File: config.mk
export PLATFORM = sky130hd
export DESIGN_NAME = sync_separator_top
export DESIGN_NICKNAME = d
export VERILOG_FILES = /design/src/rtl/sync_sep_pkg.sv /design/src/rtl/sync_2ff.sv /design/src/rtl/comp_pulse_classifier.sv /design/src/rtl/sync_out_stage.sv /design/src/rtl/sync_separator_top.sv
export SDC_FILE = /design/constraint.sdc
export NUM_CORES = 1
export LEC_CHECK = 0
export ABC_AREA = 0
export CELL_PAD_IN_SITES_DETAIL_PLACEMENT = 1
export CELL_PAD_IN_SITES_GLOBAL_PLACEMENT = 2
export CORE_ASPECT_RATIO = 1.5
export CORE_UTILIZATION = 34
export CTS_BUF_LIST = sky130_fd_sc_hd__clkbuf_4
export DETAILED_ROUTE_END_ITERATION = 12
export PLACE_DENSITY = 0.83
export SLEW_MARGIN = 30
export SYNTH_ARGS = -nofsm -noshare
export SYNTH_HDL_FRONTEND = slang
export SYNTH_SLANG_ARGS = --single-unit
File: constraint.sdc
create_clock -name clk -period 4.7 [get_ports clk]
set_input_delay 0.94 -clock clk [delete_from_list [all_inputs] [get_ports clk]]
set_output_delay 0.94 -clock clk [all_outputs]
set_load 0.005 [all_outputs]
File: src/rtl/sync_sep_pkg.sv
package sync_sep_pkg;

  typedef enum logic [1:0] {
    HP_ACT_LOW  = 2'b00,
    HP_ACT_HIGH = 2'b01,
    HP_HOLD_LO  = 2'b10,
    HP_HOLD_HI  = 2'b11
  } hpol_e;

  // threshold of zero is promoted to one cycle
  function automatic int eff_thresh(int t);
    return (t == 0) ? 1 : t;
  endfunction

  // map an active flag to a pin level for a given polarity (1 = active high)
  function automatic logic pin_level(logic act, logic act_high);
    return act_high ? act : !act;
  endfunction

endpackage

File: src/rtl/sync_2ff.sv
module sync_2ff #(
  parameter int          W       = 1,
  parameter logic [W-1:0] RST_VAL = '1
) (
  input  logic         clk,
  input  logic         rst_n,
  input  logic [W-1:0] d,
  output logic [W-1:0] q
);
  logic [W-1:0] meta;

  always_ff @(posedge clk) begin
    if (!rst_n) begin
      meta <= RST_VAL;
      q    <= RST_VAL;
    end else begin
      meta <= d;
      q    <= meta;
    end
  end
endmodule

File: src/rtl/comp_pulse_classifier.sv
module comp_pulse_classifier
  import sync_sep_pkg::*;
#(
  parameter int CNT_W = 8
) (
  input  logic             clk,
  input  logic             rst_n,
  input  logic             comp_mode,
  input  logic             line_act,
  input  logic [CNT_W-1:0] thresh,
  output logic             vsx,
  output logic             long_ev,
  output logic             short_end_ev
);
  localparam logic [CNT_W-1:0] CNT_MAX = '1;

  logic [CNT_W-1:0] run_len;
  logic [CNT_W-1:0] thr_e;

  assign thr_e = CNT_W'(eff_thresh(int'(thresh)));

  // current active cycle reaches the threshold
  assign long_ev      = line_act && (run_len >= thr_e - 1'b1);
  // line just went idle after a pulse narrower than the threshold
  assign short_end_ev = !line_act && (run_len != '0) && (run_len < thr_e);

  always_ff @(posedge clk) begin
    if (!rst_n) begin
      run_len <= '0;
    end else if (line_act) begin
      if (run_len != CNT_MAX) run_len <= run_len + 1'b1;
    end else begin
      run_len <= '0;
    end
  end

  always_ff @(posedge clk) begin
    if (!rst_n || !comp_mode) vsx <= 1'b0;
    else if (long_ev)         vsx <= 1'b1;
    else if (short_end_ev)    vsx <= 1'b0;
  end
endmodule

File: src/rtl/sync_out_stage.sv
module sync_out_stage
  import sync_sep_pkg::*;
(
  input  logic       clk,
  input  logic       rst_n,
  input  logic       comp_mode,
  input  logic       out_en,
  input  logic [1:0] hs_pol,
  input  logic       vs_pol,
  input  logic       hs_inhibit,
  input  logic       line_act,
  input  logic       vsep_act,
  input  logic       vsx,
  output logic       blank_w,
  output logic       hs_out,
  output logic       vs_out
);
  logic h_pulse, v_pulse, h_next, v_next;

  assign blank_w = comp_mode && hs_inhibit && vsx;
  assign h_pulse = line_act && !blank_w;
  assign v_pulse = comp_mode ? vsx : vsep_act;

  always_comb begin
    if (!out_en)       h_next = !hs_pol[0];
    else if (hs_pol[1]) h_next = hs_pol[0];
    else               h_next = pin_level(h_pulse, hs_pol[0]);
    v_next = out_en ? pin_level(v_pulse, vs_pol) : !vs_pol;
  end

  always_ff @(posedge clk) begin
    if (!rst_n) begin
      hs_out <= 1'b0;
      vs_out <= 1'b0;
    end else begin
      hs_out <= h_next;
      vs_out <= v_next;
    end
  end
endmodule

File: src/rtl/sync_separator_top.sv
module sync_separator_top #(
  parameter int CNT_W = 8
) (
  input  logic             clk,
  input  logic             rst_n,
  input  logic             hs_in,
  input  logic             vs_in,
  input  logic             comp_mode,
  input  logic [CNT_W-1:0] thresh,
  input  logic             out_en,
  input  logic [1:0]       hs_pol,
  input  logic             vs_pol,
  input  logic             hs_inhibit,
  output logic             hs_out,
  output logic             vs_out
);
  logic [1:0] raw_s;
  logic       line_act, vsep_act;
  logic       vsx, long_ev, short_end_ev, blank_w;

  sync_2ff #(.W(2), .RST_VAL(2'b11)) u_sync (
    .clk(clk), .rst_n(rst_n), .d({vs_in, hs_in}), .q(raw_s)
  );

  assign line_act = !raw_s[0];
  assign vsep_act = !raw_s[1];

  comp_pulse_classifier #(.CNT_W(CNT_W)) u_cls (
    .clk(clk), .rst_n(rst_n), .comp_mode(comp_mode), .line_act(line_act),
    .thresh(thresh), .vsx(vsx), .long_ev(long_ev), .short_end_ev(short_end_ev)
  );

  sync_out_stage u_out (
    .clk(clk), .rst_n(rst_n), .comp_mode(comp_mode), .out_en(out_en),
    .hs_pol(hs_pol), .vs_pol(vs_pol), .hs_inhibit(hs_inhibit),
    .line_act(line_act), .vsep_act(vsep_act), .vsx(vsx),
    .blank_w(blank_w), .hs_out(hs_out), .vs_out(vs_out)
  );
endmodule

# Word-level counts from Yosys, hierarchy flattened
# Cells that the tools add are included.
[word_totals]
ff_bits = 15
latch_bits = 0
ramBits = 0
romBits = 0
inputBits = 18
out_inout_bits = 2
elab_cells = 41
memories = 0
[classes]
n_addsub = 2
mul = 0
div = 0
n_lt_le_gt_ge = 2
eq_ne = 1
shifts = 0
n_mux = 9
bitwise_logic = 1
reduce_logical = 20
[op_table]
columns = ["op", "count"]
rows = [
  ["1-bit logical NOT", 9],
  ["8-bit by 1-bit adder with 8-bit output, second input constant", 1],
  ["8-bit >= comparator", 1],
  ["8-bit logical NOT", 1],
  ["8-bit less-than comparator", 1],
  ["1-bit 2-to-1 mux", 8],
  ["8-bit 2-to-1 mux", 1],
  ["8-bit != test, second input constant", 1],
  ["8-bit nonzero test", 1],
  ["8-bit by 1-bit subtractor with 8-bit output, second input constant", 1],
  ["1-bit logical AND", 6],
  ["2-bit nonzero test", 1],
  ["2-bit OR reduction", 1],
  ["1-bit logical OR", 1],
  ["1-bit NOT", 1],
]

# Depth between registers and ports, before layout
[logic_depth]
ltp_word = 8
ltp_mapped = 11
depth_no_buf = 11

# Modules after synthesis
# Synthesis repeated with hierarchy kept, for this count alone.
[hier_totals]
hier_cells = 134
hier_area_um2 = 1126.1
[by_module_without_submodules]
columns = ["mod", "instances", "cells_per_inst", "area_per_inst_um2", "seq_area_each_um2"]
rows = [
  ["comp_pulse_classifier", 1, 112, 899.6, 180.2],
  ["sync_out_stage", 1, 12, 113.9, 40.0],
  ["sync_2ff", 1, 8, 105.1, 80.1],
  ["sync_separator_top", 1, 2, 7.5, 0.0],
]

# Worst setup path before layout
# No wires, ideal clock.
[synth_path]
kind = "input to register"
start = "input thresh[3]"
end = "register u_cls.vsx"
setup_time_ps = 138
arrival_ps = 2790
path_slack_ps = 1772
path_stages = 10
path_buffers = 0
cell_sequence = "nor3_1 > a41oi_1 > ha_1 > and3_1 > xnor2_1 > ha_1 > nand2_1 > nor2_1 > a2111oi_0 > o32ai_1"
[synth_via]
elab_chain_len = 6
elab_cells_between_ends = 9
cone_classes = "add/sub: 1; order compare: 2; mux: 2; reduce/logical: 4"
[synth_rtl]
columns = ["item", "line", "source"]
rows = [
  ["start: declaration", "sync_separator_top.sv:9", "input logic [CNT_W-1:0] thresh,"],
  ["8-bit logical NOT", "sync_sep_pkg.sv:12", "return (t == 0) ? 1 : t;"],
  ["8-bit 2-to-1 mux (*)", "sync_sep_pkg.sv:12", ""],
  ["8-bit by 1-bit subtractor with 8-bit output", "comp_pulse_classifier.sv:23", "assign long_ev = line_act && (run_len >= thr_e - 1'b1);"],
  ["8-bit >= comparator", "comp_pulse_classifier.sv:23", ""],
  ["1-bit logical AND", "comp_pulse_classifier.sv:23", ""],
  ["1-bit 2-to-1 mux / 2-bit nonzero test (equally long branches)", "-", ""],
  ["end signal: assignment", "comp_pulse_classifier.sv:38", "if (!rst_n || !comp_mode) vsx <= 1'b0;"],
  ["end signal: assignment", "comp_pulse_classifier.sv:39", "else if (long_ev) vsx <= 1'b1;"],
  ["end signal: assignment", "comp_pulse_classifier.sv:40", "else if (short_end_ev) vsx <= 1'b0;"],
  ["end: declaration", "comp_pulse_classifier.sv:11", "output logic vsx,"],
]
# Every way passes the cells marked *; elsewhere a longest branch is shown, timed or not.
# A chain may end at the register's enable or synchronous reset.

# Final worst setup path
# Same ends and word-level chain as after synthesis.

==> impl_metrics.toml <==
[sta]
report.final.slew_viol_count = 0
min_period_ps = 3390
setup_violations = 0
min_period_over_period_pct = 72.1
slew_headroom_pct = 69.6
fin_tns_setup_ps = 0
rsz0062_at_grt = "false"
skew_ps = 12.4
fmax_mhz = 295
worst_pin_slew_ps = 451
hold_violations = 0
layout_setup_ws_ps = 1310

[placement]
dpl.cell_count = 185
portBuffers = 19
dp_hpwl_um = 2240
gp_congestion = 0.733
dp_slack_ps = 968
postPlaceCellArea_um2 = 1330

[global_routing]
grt_usage_pct = 17.9
grt_max_degree = 11
grt_overflow = 0
grt_pass1_vias = 1054
antenna_found_initial = 0
grt_pass1_wl_um = 4790

[routing]
drc = 0
vias = 1000
ant_nets = 0
vias_per_cell = 5.29
first_iter_violations = 4
routedWlPerCell_um = 14.2
drt-total-wl_um = 2690
first_pass_iters = 4

[synth]
synth_ff_type = "dfxtp_1"
async_flop_share_pct = 0
yosys_warnings = 0
synth_seq_area_share_pct = 27.3
synth_cells = 129
ys_ff_latch = 15
syn_nets = 166
synth_edf_count = 0
synth_area_um2 = 1100
syn_avg_cell_area_um2 = 8.54
synthDistinctLibCells = 35

[cells_and_area]
seqCellArea_um2 = 300
drive_gt1_share_pct = 6.00
final_cells = 189
final_nets = 188
multi_input_area_um2 = 754
final.fill_count = 371
fin_area_um2 = 1360
antenna-diode-count = 0
area_delta_synth_final_pct = 23.6

[pwr]
power.internal_mw = 0.189
power_frac_comb_pct = 18.5
seq_power_share_pct = 50.9
pwr-share-clk_pct = 30.6
power.leakage_nw = 0.576
swShare_pct = 26.6
power.switching_mw = 0.0687
finalPower_mw = 0.258
irDropWorstVdd_mv = 0.126
power_density_nw_per_um2 = 190

[clocking]
clk_latency_ps = 290
htree_levels = 1
ctsLongestPathBuffers = 2
ctsResizeCount = 0
post_cts_buffers = 0
numCtsBuffers = 3
hold_buffers = 0
clk_pin_slew_worst_paths_ps = 110
root_buffer = "clkbuf_4"
clock-sinks = 15
tritoncts = "yes"

[floorplanning]
die_y_um = 71.7
core_um2 = 3000
die_w_um = 48.5
io-pin-count = 20
dieArea_um2 = 3470
row_count = 24
initial_core_util_pct = 36.7

[critical_path]
critPathKind = "in2reg"
start_kind = "input port"
cp.arrival_ps = 3580
cp_max_fo = 5
worstSetupEndpointType = "flip-flop"
cp.required_ps = 4890

[min_path]
hold_path.class = "reg2reg"

[flow_run]
max_cap_violations = 0

[status]
status = "completed"
==> kinds of logic after synthesis <==
kind of cell             after synthesis  share of synthesized area, %
XOR/XNOR                              10                          7.95
buffers and inverters                 12                          4.20
AND/OR/NAND/NOR                       49                          24.0
flip-flops                            15                          27.3
adder cells (fa/ha/maj)               19                          21.6
AO/OA/AOI/OAI                         24                          15.0
==> power by group through the flow <==
stage,Sequential [mW],Clock [mW],Combinational [mW]
2_1_floorplan,0.134,0,0.0224
3_3_place_gp,0.134,0,0.0467
3_5_place_dp,0.134,0,0.0480
4_1_cts,0.131,0.0820,0.0488
5_1_grt,0.132,0.0890,0.0543
6_report,0.131,0.0790,0.0477
==> cells in the mapped netlist, types with 2 or more instances <==
library cell | count | area share [%]
nand2_1 | 9 | 3.1
xnor2_1 | 6 | 4.8
and2_1 | 2 | 1.1
nand2b_1 | 5 | 2.8
o21ai_0 | 3 | 1.4
a21oi_1 | 7 | 3.2
a31oi_1 | 2 | 1.1
nor2_1 | 13 | 4.4
nand3_1 | 5 | 2.3
dfxtp_1 | 15 | 27
nor2b_1 | 2 | 1.1
a211oi_1 | 2 | 1.4
nand4_1 | 3 | 1.7
xor2_1 | 4 | 3.2
inv_1 | 10 | 3.4
ha_1 | 19 | 22
and3_1 | 4 | 2.3
==> cells in the final DEF, fill, tap and decap left out, types with 2 or more instances in the layout <==
master,n
a211oi_1,2
a21oi_1,7
a31oi_1,2
and2_1,2
and3_1,4
clkbuf_4,3
clkdlybuf4s50_1,19
dfxtp_1,15
ha_1,19
inv_1,10
nand2_1,9
nand2b_1,5
nand3_1,5
nand4_1,3
nor2_1,13
nor2b_1,2
o21ai_0,3
xnor2_1,6
xor2_1,4
==> critical path, cell delays in order <==
cell and delay, ps:
clkdlybuf4s50_1 440, nor3_1 330, a41oi_1 300, ha_1 310
nand2_1 80, nor2_1 50, xnor2_1 140, ha_1 280
nand2_1 60, a2111oi_2 320, a2111oi_0 100, o32ai_1 230
==> sequential cells by signal, indices dropped and copies added, names as in the netlist <==
signal and count:
u_cls.vsx 1, u_out.vs_out 1, u_cls.run_len 8, u_sync.q 2, u_sync.meta 2, u_out.hs_out 1
==> final cells by class <==
class / instances / share of cell area (%)
tap: 39 / 3.58
inverter: 10 / 2.76
clock buffer: 3 / 1.65
timing repair buffer: 19 / 14.0
multi-input combinational: 102 / 55.4
clock inverter: 1 / 0.551
sequential: 15 / 22.1
==> path summary, 6_finish.rpt <==
kind	start	endpoint	slack (ps)	cells after the start
worst min-delay path	u_sync.meta[0]$_SDFF_PN1_	u_sync.q[0]$_SDFF_PN1_	420	1
worst min register to register	u_sync.meta[0]$_SDFF_PN1_	u_sync.q[0]$_SDFF_PN1_	420	1
worst max-delay path	thresh[3]	u_cls.vsx$_SDFFE_PP0P_	1310	12
worst max register to register	u_cls.run_len[6]$_SDFFE_PP0P_	u_cls.vsx$_SDFFE_PP0P_	2840	5
==> per-layer routing <==
layer  global-route usage (%)  share of wire, %  up-vias
met5                        0                 0        -
li1                         -                 -      499
met1                     18.5                40      475
met3                     3.82               2.9        4
met2                     34.9                56       22
met4                     6.21              0.67        0
==> per-stage QoR <==
stage	hold slack [ps]	utilization, %
after floorplan	386	-
after global placement	398	44.3
after detailed placement	400	44.3
after CTS	435	45.3
after global routing	451	45.3
final	425	45.3
Power figures use the tool's default switching activity.
